File: config.mk
export PLATFORM = sky130hd
export DESIGN_NAME = twowire_mem_slave
export DESIGN_NICKNAME = d
export VERILOG_FILES = /design/src/rtl/twm_pkg.sv /design/src/rtl/twm_bus_front.sv /design/src/rtl/twm_addr_ctr.sv /design/src/rtl/twowire_mem_slave.sv
export SDC_FILE = /design/constraint.sdc
export NUM_CORES = 1
export LEC_CHECK = 0
export BUFFER_PORTS_ARGS = -buffer_cell sky130_fd_sc_hd__buf_2
export CAP_MARGIN = 25
export CORE_ASPECT_RATIO = 1.1
export CORE_MARGIN = 2
export CORE_UTILIZATION = 61
export DETAILED_ROUTE_END_ITERATION = 16
export PLACE_DENSITY = 0.84
export SLEW_MARGIN = 30
export SYNTH_ARGS = -nofsm -noshare
export SYNTH_HDL_FRONTEND = slang
export SYNTH_HIERARCHICAL = 1
export SYNTH_SLANG_ARGS = --single-unit
File: constraint.sdc
create_clock -name clk -period 2.8 [get_ports clk]
set_input_delay 0.28 -clock clk [delete_from_list [all_inputs] [get_ports clk]]
set_output_delay 0.28 -clock clk [all_outputs]
set_load 0.03 [all_outputs]
File: src/rtl/twm_pkg.sv
package twm_pkg;
  typedef enum logic [2:0] {
    ST_IDLE,
    ST_ADDR,
    ST_AACK,
    ST_WDATA,
    ST_WACK,
    ST_RDATA,
    ST_RACK
  } twm_state_e;
endpackage

File: src/rtl/twm_bus_front.sv
// Synchronises SCL and SDA into the system clock domain and derives
// edge and start/stop events from the synchronised values.
module twm_bus_front #(
  parameter int SYNC_STAGES = 2
) (
  input  logic clk,
  input  logic rst,
  input  logic scl_i,
  input  logic sda_i,
  output logic sda_bit,
  output logic scl_rise,
  output logic scl_fall,
  output logic start_evt,
  output logic stop_evt
);
  localparam int NL = 2;  // bit 1 = SCL, bit 0 = SDA

  logic [NL-1:0] raw_w;
  logic [NL-1:0] cur;
  logic [NL-1:0] prv;

  assign raw_w = {scl_i, sda_i};

  for (genvar g = 0; g < NL; g++) begin : g_line
    logic [SYNC_STAGES-1:0] chain;
    always_ff @(posedge clk) begin
      if (rst) chain <= '1;
      else     chain <= {chain[SYNC_STAGES-2:0], raw_w[g]};
    end
    assign cur[g] = chain[SYNC_STAGES-1];
  end

  always_ff @(posedge clk) begin
    if (rst) prv <= '1;
    else     prv <= cur;
  end

  assign sda_bit   = cur[0];
  assign scl_rise  = cur[1] & ~prv[1];
  assign scl_fall  = ~cur[1] & prv[1];
  assign start_evt = cur[1] & prv[1] & prv[0] & ~cur[0];
  assign stop_evt  = cur[1] & prv[1] & ~prv[0] & cur[0];
endmodule

File: src/rtl/twm_addr_ctr.sv
// Word address counter: full-width increment for reads, page-limited
// increment for writes.
module twm_addr_ctr #(
  parameter int AW = 7,
  parameter int PW = 2
) (
  input  logic          clk,
  input  logic          rst,
  input  logic          load,
  input  logic [AW-1:0] load_val,
  input  logic          inc_rd,
  input  logic          inc_wr,
  output logic [AW-1:0] addr
);
  logic [AW-1:0] wr_next;

  if (PW == 0) begin : g_byte
    assign wr_next = addr;
  end else if (PW >= AW) begin : g_flat
    assign wr_next = addr + AW'(1);
  end else begin : g_page
    assign wr_next = {addr[AW-1:PW], addr[PW-1:0] + PW'(1)};
  end

  always_ff @(posedge clk) begin
    if (rst)         addr <= '0;
    else if (load)   addr <= load_val;
    else if (inc_rd) addr <= addr + AW'(1);
    else if (inc_wr) addr <= wr_next;
  end

  if (PW > 0 && PW < AW) begin : g_page_chk
    AST_PAGE_HOLD: assert property (@(posedge clk) disable iff (rst)
      (inc_wr && !load && !inc_rd) |=> addr[AW-1:PW] == $past(addr[AW-1:PW]));
  end

  AST_RD_STEP: assert property (@(posedge clk) disable iff (rst)
    (inc_rd && !load) |=> addr == $past(addr) + AW'(1));
endmodule

File: src/rtl/twowire_mem_slave.sv
module twowire_mem_slave #(
  parameter int AW          = 7,
  parameter int DW          = 8,
  parameter int PAGE_W      = 2,
  parameter int SYNC_STAGES = 2
) (
  input  logic          clk,
  input  logic          rst,
  input  logic          scl_i,
  input  logic          sda_i,
  output logic          sda_oe,
  output logic [AW-1:0] rd_addr,
  input  logic [DW-1:0] rd_data,
  output logic          wr_valid,
  output logic [AW-1:0] wr_addr,
  output logic [DW-1:0] wr_data,
  output logic          wr_commit,
  input  logic          busy_i
);
  import twm_pkg::*;

  // The address byte is AW address bits plus one direction bit, so AW+1 == DW.
  localparam int CW = $clog2(DW + 1);
  localparam logic [CW-1:0] FULL = CW'(DW);

  logic sda_bit, scl_rise, scl_fall, start_evt, stop_evt;

  twm_bus_front #(.SYNC_STAGES(SYNC_STAGES)) u_front (
    .clk      (clk),
    .rst      (rst),
    .scl_i    (scl_i),
    .sda_i    (sda_i),
    .sda_bit  (sda_bit),
    .scl_rise (scl_rise),
    .scl_fall (scl_fall),
    .start_evt(start_evt),
    .stop_evt (stop_evt)
  );

  twm_state_e    state;
  logic [CW-1:0] cnt;
  logic [DW-1:0] sh;
  logic [DW-1:0] tx;
  logic          rw;
  logic          mack;
  logic          pend;

  logic          ld_addr, inc_rd, inc_wr;
  logic [AW-1:0] addr;

  assign ld_addr = (state == ST_ADDR)  && scl_fall && (cnt == FULL) && !busy_i;
  assign inc_wr  = (state == ST_WDATA) && scl_fall && (cnt == FULL);
  assign inc_rd  = (state == ST_RDATA) && scl_fall && (cnt == FULL);

  twm_addr_ctr #(.AW(AW), .PW(PAGE_W)) u_addr (
    .clk     (clk),
    .rst     (rst),
    .load    (ld_addr),
    .load_val(sh[AW:1]),
    .inc_rd  (inc_rd),
    .inc_wr  (inc_wr),
    .addr    (addr)
  );

  assign rd_addr = addr;

  always_ff @(posedge clk) begin
    if (rst) begin
      state     <= ST_IDLE;
      cnt       <= '0;
      sh        <= '0;
      tx        <= '0;
      rw        <= 1'b0;
      mack      <= 1'b0;
      pend      <= 1'b0;
      sda_oe    <= 1'b0;
      wr_valid  <= 1'b0;
      wr_addr   <= '0;
      wr_data   <= '0;
      wr_commit <= 1'b0;
    end else begin
      wr_valid  <= 1'b0;
      wr_commit <= 1'b0;
      if (start_evt) begin
        state  <= ST_ADDR;
        cnt    <= '0;
        sda_oe <= 1'b0;
        pend   <= 1'b0;
      end else if (stop_evt) begin
        state     <= ST_IDLE;
        sda_oe    <= 1'b0;
        wr_commit <= pend;
        pend      <= 1'b0;
      end else begin
        unique case (state)
          ST_IDLE: ;
          ST_ADDR: begin
            if (scl_rise) begin
              sh  <= {sh[DW-2:0], sda_bit};
              cnt <= cnt + CW'(1);
            end else if (scl_fall && cnt == FULL) begin
              if (busy_i) begin
                state <= ST_IDLE;
              end else begin
                rw     <= sh[0];
                sda_oe <= 1'b1;
                state  <= ST_AACK;
              end
            end
          end
          ST_AACK: begin
            if (scl_fall) begin
              cnt <= '0;
              if (rw) begin
                state  <= ST_RDATA;
                tx     <= rd_data;
                sda_oe <= ~rd_data[DW-1];
              end else begin
                state  <= ST_WDATA;
                sda_oe <= 1'b0;
              end
            end
          end
          ST_WDATA: begin
            if (scl_rise) begin
              sh  <= {sh[DW-2:0], sda_bit};
              cnt <= cnt + CW'(1);
            end else if (scl_fall && cnt == FULL) begin
              wr_valid <= 1'b1;
              wr_addr  <= addr;
              wr_data  <= sh;
              pend     <= 1'b1;
              sda_oe   <= 1'b1;
              state    <= ST_WACK;
            end
          end
          ST_WACK: begin
            if (scl_fall) begin
              sda_oe <= 1'b0;
              cnt    <= '0;
              state  <= ST_WDATA;
            end
          end
          ST_RDATA: begin
            if (scl_rise) begin
              cnt <= cnt + CW'(1);
            end else if (scl_fall) begin
              if (cnt == FULL) begin
                sda_oe <= 1'b0;
                state  <= ST_RACK;
              end else begin
                tx     <= {tx[DW-2:0], 1'b0};
                sda_oe <= ~tx[DW-2];
              end
            end
          end
          ST_RACK: begin
            if (scl_rise) begin
              mack <= ~sda_bit;
            end else if (scl_fall) begin
              if (mack) begin
                state  <= ST_RDATA;
                cnt    <= '0;
                tx     <= rd_data;
                sda_oe <= ~rd_data[DW-1];
              end else begin
                state <= ST_IDLE;
              end
            end
          end
          default: state <= ST_IDLE;
        endcase
      end
    end
  end

  AST_OE_ON_FALL: assert property (@(posedge clk) disable iff (rst)
    $rose(sda_oe) |-> $past(scl_fall));

  AST_IDLE_QUIET: assert property (@(posedge clk) disable iff (rst)
    (state == ST_IDLE) |-> !sda_oe);

  AST_BUSY_NO_ACK: assert property (@(posedge clk) disable iff (rst)
    ($past(state) == ST_ADDR && state == ST_AACK) |-> !$past(busy_i));

  AST_WRV_PULSE: assert property (@(posedge clk) disable iff (rst)
    wr_valid |=> !wr_valid);

  AST_COMMIT_AFTER_STOP: assert property (@(posedge clk) disable iff (rst)
    wr_commit |-> $past(stop_evt));
endmodule

After elaboration in Yosys (flattened, before gate mapping)
Index checks and enable logic that the tools add are counted.
{"block": "word_totals", "elab_cells": 159, "register_bits": 56, "in_bits": 13, "out_inout_bits": 25}
{"block": "op_classes", "n_eq_ne": 36, "bitwise": 19, "n_mux": 51, "addsub": 3, "reduce_logical": 32}
{"operator": "$mux W7", "n": 10}
{"operator": "$mux W3", "n": 13}
{"operator": "$ne A4 B4 Y1 const B", "n": 8}
{"operator": "$ne A2 B2 Y1 const B", "n": 12}
{"operator": "$reduce_and A12 Y1", "n": 2}
{"operator": "$pmux W3 S7", "n": 1}
{"operator": "$pmux W7 S3", "n": 1}
{"operator": "$mux W4", "n": 5}
{"operator": "$mux W1", "n": 17}
{"operator": "$reduce_and A13 Y1", "n": 1}
{"operator": "$ne A4 B3 Y1 const B", "n": 3}
{"operator": "$not A1 Y1", "n": 12}
{"operator": "$pmux W4 S3", "n": 1}
{"operator": "$reduce_and A11 Y1", "n": 1}
{"operator": "$ne A2 B1 Y1 const B", "n": 5}
{"operator": "$eq A3 B3 Y1 const B", "n": 3}
{"operator": "$reduce_bool A3 Y1", "n": 3}
{"operator": "$reduce_or A3 Y1", "n": 3}
{"operator": "$logic_and A1 B1 Y1", "n": 8}
{"operator": "$reduce_and A4 Y1", "n": 2}
{"operator": "$add A7 B1 Y7 const B", "n": 1}
{"operator": "$and A1 B1 Y1", "n": 7}
{"operator": "$reduce_and A7 Y1", "n": 1}
{"operator": "$eq A3 B2 Y1 const B", "n": 2}
{"operator": "16 further kinds", "n": 19}

Logic depth before layout (Yosys ltp)
{"block": "logic_depth", "word_depth": 8, "depth_mapped": 9, "mapped_depth_nobuf": 7}

Modules after synthesis
Netlist, hierarchy kept.
{"mod": "twowire_mem_slave", "cells_per_inst": 244, "area_per_inst_um2": 2240.9, "n_inst": 1, "seq_area_each_um2": 860.8}
{"mod": "twm_addr_ctr", "cells_per_inst": 43, "area_per_inst_um2": 355.3, "n_inst": 1, "seq_area_each_um2": 140.1}
{"mod": "twm_bus_front", "cells_per_inst": 16, "area_per_inst_um2": 190.2, "n_inst": 1, "seq_area_each_um2": 120.1}

Worst setup path before layout
OpenSTA, ideal clock, no wires.
{"block": "synth_path", "path_type": "reg2reg", "startpoint": "register u_front.prv[1]", "endpoint": "register u_addr.addr[6]", "arrival_time_ns": 1.815, "path_stages_with_launch": 7, "setup_ns": 0.091, "n_path_buf": 0, "period_less_slack_ns": 1.905, "slack_ns": 0.895, "required_ns": 2.709, "cell_sequence": "dfxtp_1 > nor2b_1 > nand4b_1 > nor2_1 > nand4_2 > or3_1 > a311oi_1"}
{"block": "synth_via", "word_cells_on_any_way": 8, "classes_between": "mux: 1; bitwise: 1; reduce/logical: 6"}
{"item": "start, declared", "line": "twm_bus_front.sv:20", "rtl": "logic [NL-1:0] prv;"}
{"item": "start signal, assigned", "line": "twm_bus_front.sv:35", "rtl": "else prv <= cur;"}
{"item": "$and A1 B1 Y1", "line": "twm_bus_front.sv:40", "rtl": "assign scl_fall = ~cur[1] & prv[1];"}
{"item": "net scl_fall", "line": "twowire_mem_slave.sv:26", "rtl": "logic sda_bit, scl_rise, scl_fall, start_evt, stop_evt;"}
{"item": "$logic_and A1 B1 Y1 (2 in series)", "line": "twowire_mem_slave.sv:53", "rtl": "assign inc_rd = (state == ST_RDATA) && scl_fall && (cnt == FULL);"}
{"item": "net inc_rd", "line": "twowire_mem_slave.sv:48", "rtl": "logic ld_addr, inc_rd, inc_wr;"}
{"item": "$reduce_bool A2 Y1 (no line)"}
{"item": "end signal, assigned", "line": "twm_addr_ctr.sv:27", "rtl": "else if (load) addr <= load_val;"}
{"item": "end signal, assigned", "line": "twm_addr_ctr.sv:28", "rtl": "else if (inc_rd) addr <= addr + AW'(1);"}
{"item": "end signal, assigned", "line": "twm_addr_ctr.sv:29", "rtl": "else if (inc_wr) addr <= wr_next;"}
{"item": "end, declared", "line": "twm_addr_ctr.sv:13", "rtl": "output logic [AW-1:0] addr"}
The timed path passes the listed nets, and every way through them passes these cells.
A chain may end at the register's enable or synchronous reset.

Final worst setup path
{"block": "layout_path", "startpoint": "register cnt[0]", "endpoint": "register wr_addr[0]"}
{"block": "layout_via", "elab_chain_cells": 3}
{"item": "start, declared", "line": "twowire_mem_slave.sv:41", "rtl": "logic [CW-1:0] cnt;"}
{"item": "start signal, assigned", "line": "twowire_mem_slave.sv:100", "rtl": "cnt <= cnt + CW'(1);"}
{"item": "start signal, assigned", "line": "twowire_mem_slave.sv:127", "rtl": "cnt <= cnt + CW'(1);"}
{"item": "start signal, assigned", "line": "twowire_mem_slave.sv:146", "rtl": "cnt <= cnt + CW'(1);"}
{"item": "$eq A4 B4 Y1", "line": "twowire_mem_slave.sv:128", "rtl": "end else if (scl_fall && cnt == FULL) begin"}
{"item": "$logic_and A1 B1 Y1", "line": "twowire_mem_slave.sv:128"}
{"item": "$reduce_and A5 Y1 (no line)"}
{"item": "end signal, assigned", "line": "twowire_mem_slave.sv:130", "rtl": "wr_addr <= addr;"}
{"item": "end, declared", "line": "twowire_mem_slave.sv:15", "rtl": "output logic [AW-1:0] wr_addr,"}
Every way passes these cells.

==> impl_metrics.ini <==
[detailed_routing]
routed_wl_um = 5670
drt.antenna.violating_nets = 0
vias = 2318
avgViaCountPerCell = 5.90
first_iter_violations = 163
drc = 0
drt_pass1_iterations = 4
wl_per_cell_um = 14.4

[sta]
finClkSkew_ns = 0.0123
post-route-period-util = 0.805
fmax_ghz = 0.444
worstMarginPinSlew_ns = 0.670
setup_viol = 0
period_needed_ns = 2.25
grt_setup_unrepaired = false
hold_viol_final = 0
setup_tns_ns = 0
max-slew-margin-rel = 0.552
hold_ws_ns = 0.151
slew_viol_final = 0

[placement]
gp_congestion = 0.878
port_buffers = 37
dp_hpwl_um = 3940

[worst_setup_path]
cp_top_family = simple AND/OR/NAND/NOR gates
arrival_ns = 2.44
cp-end-kind = register
crit_required_ns = 2.99
crit_path_top_delay_cell = nand4_2
crit_chain = inv_1, ha_1, and3b_1, nand4_2, mux2i_1, nor2_1
critical_path_class = reg -> reg
critPathMaxStageDelay_ns = 0.64
cp-start-kind = register
crit_buf_inv = 1
cp_max_fo = 16

[pwr]
cellLeakagePower_uw = 0.00150
irDropWorstVdd_uv = 393
p_per_area_mw_per_mm2 = 453

[logic_synthesis]
synth_nets = 319
synthArstFlopShare = 0
synth_edf_count = 0
synth_seq_area_share = 0.402
ys_top_cells_by_count = dfxtp_1 (56), nor2_1 (45), mux2i_1 (34)
synth.area.mux_share = 0.148
yosysWarnings = 6
ys.flop_type = dfxtp_1
ys_ff_latch = 56
syn_area_mm2 = 0.00279
syn_area_per_cell_um2 = 9.20
synth_top_family_by_area = simple AND/OR/NAND/NOR gates
synth.most_common_cell = dfxtp_1
synth_xor_area_frac = 0.0126
yosys-top-cells-area = dfxtp_1 (40%), mux2i_1 (12%), nor2_1 (6.1%), nor2b_1 (3.6%), a21oi_1 (2.2%)
synth_area_leader_cell = dfxtp_1
synthSimpleGateAreaFrac = 0.244
synth_compound_area_frac = 0.137
synth_fa_ha_area_frac = 0.0135
yosysTopAreaCellShare = 0.402
synth.distinct_cells = 53
synthCells = 303

[grt]
track_usage = 0.236
grt_overflow = 0
antenna_found_initial = 0
grt_first_pass_wirelength_um = 9340
grt_pass1_vias = 2101
grt_start_max_net_pins = 35

[clock_tree]
cts_inserted_buffers = 5
clockBufferDepth = 2
clkTransAtPathRegs_ns = 0.11
cts-root-buf = clkbuf_8
post_cts_resize_count = 0
postCtsHoldBufs = 0
cts_tree = done
clock_latency_ns = 0.32
clock-sinks = 56
htree_levels = 2
post_cts_buffers = 0

[worst_hold_path]
hold_path.class = in -> reg

[finish]
fill_cells = 312
antenna_cells = 0
area_growth_syn_to_layout_pct = 12.0
layout-drive-gt1-share = 0.206
final_nets = 354
final_util = 0.718

[floorplan]
core_area_mm2 = 0.00435
rows = 25
pin_count = 38
dieArea_mm2 = 0.00513
die-height_um = 74.9
chipWidth_um = 68.4
start_util = 0.641

[outcome]
status = finished clean

[flow_run]
drv_cap = 0
-- cell families (layout without fill, tap and decap cells) --
| kind of cell | after synthesis | count (layout) |
|---|---|---|
| xor+xnor | 4 | 4 |
| buf+inv | 24 | 60 |
| mux | 40 | 40 |
| fa+ha+maj | 3 | 3 |
| compound gates | 52 | 52 |
| simple gates | 124 | 124 |
| flops | 56 | 56 |
-- metal layers --
| metal | share of wire | track usage | up-vias |
|---|---|---|---|
| met2 | 0.49 | 0.379 | 56 |
| li1 | - | - | 1152 |
| met5 | 0 | 0 | - |
| met3 | 0.038 | 0.0433 | 5 |
| met4 | 0.011 | 0.0800 | 0 |
| met1 | 0.46 | 0.319 | 1105 |
-- report_power, final --
group	total, µW	switching (µW)	internal, µW
combinational	69.7	43.2	26.5
sequential	803	2.27	801
clock	541	270	271
-- stage by stage --
step / power, µW / std cells / setup slack, ns / area, µm²
final: 1410 / 393 / 0.546 / 3120
after global routing: 1460 / 393 / 0.302 / 3120
after CTS: 1430 / 393 / 0.494 / 3120
after detailed placement: 890 / 385 / 0.548 / 3010
after global placement: 889 / 385 / 0.669 / 3010
after floorplan: 867 / 303 / 0.895 / 2790
-- flip-flops by register name, summed over array words and instances, names as in the netlist --
signal and cells:
sda_oe 1, cnt 4, wr_addr 7, state 3, tx 7, rw 1, wr_commit 1, pend 1
mack 1, sh 8, u_front/g_line.chain 4, wr_data 8, wr_valid 1, u_front/prv 2, u_addr/addr 7
-- worst register-to-register path: stages (launching register included) --
cell	delay (ns)
dfxtp_1	0.35
inv_1	0.08
ha_1	0.16
and3b_1	0.45
nand4_2	0.64
mux2i_1	0.38
nor2_1	0.05
-- worst paths after layout --
kind / slack, ns / startpoint / to / cells after the start
worst max-delay path: 0.55 / cnt[0] / wr_addr[0] / 6
worst min-delay path: 0.15 / scl_i / u_front/g_line[1].chain[0] / 2
worst max register to register: 0.55 / cnt[0] / wr_addr[0] / 6
worst min register to register: 0.42 / u_front/g_line[1].chain[0] / u_front/g_line[1].chain[1] / 1
-- layout make-up --
type | count | area (µm²) | area share
clock buffers | 5 | 68.8 | 0.0220
clock inverters | 3 | 46.3 | 0.0148
inverters | 7 | 26.3 | 0.00842
multi-input cells | 223 | 1550 | 0.495
flip-flops and latches | 56 | 1120 | 0.359
well taps | 54 | 67.6 | 0.0216
repair buffers | 45 | 245 | 0.0786
-- layout by cell type (no fill, tap or decap), types with 5 or more instances in the layout --
| cell | synthesis | routed |
|---|---|---|
| dfxtp_1 | 56 | 56 |
| nor2_1 | 45 | 45 |
| buf_2 | 8 | 37 |
| mux2i_1 | 34 | 34 |
| nor2b_1 | 16 | 16 |
| a21oi_1 | 12 | 12 |
| o21ai_0 | 12 | 12 |
| nand2_1 | 11 | 11 |
| nand3_1 | 8 | 8 |
| buf_4 | 3 | 8 |
| inv_1 | 7 | 7 |
| or2_1 | 6 | 6 |
| and3_1 | 5 | 5 |
| mux2_2 | 5 | 5 |
| clkbuf_8 | 0 | 5 |
Note: power is estimated with default switching activity, not from simulation.
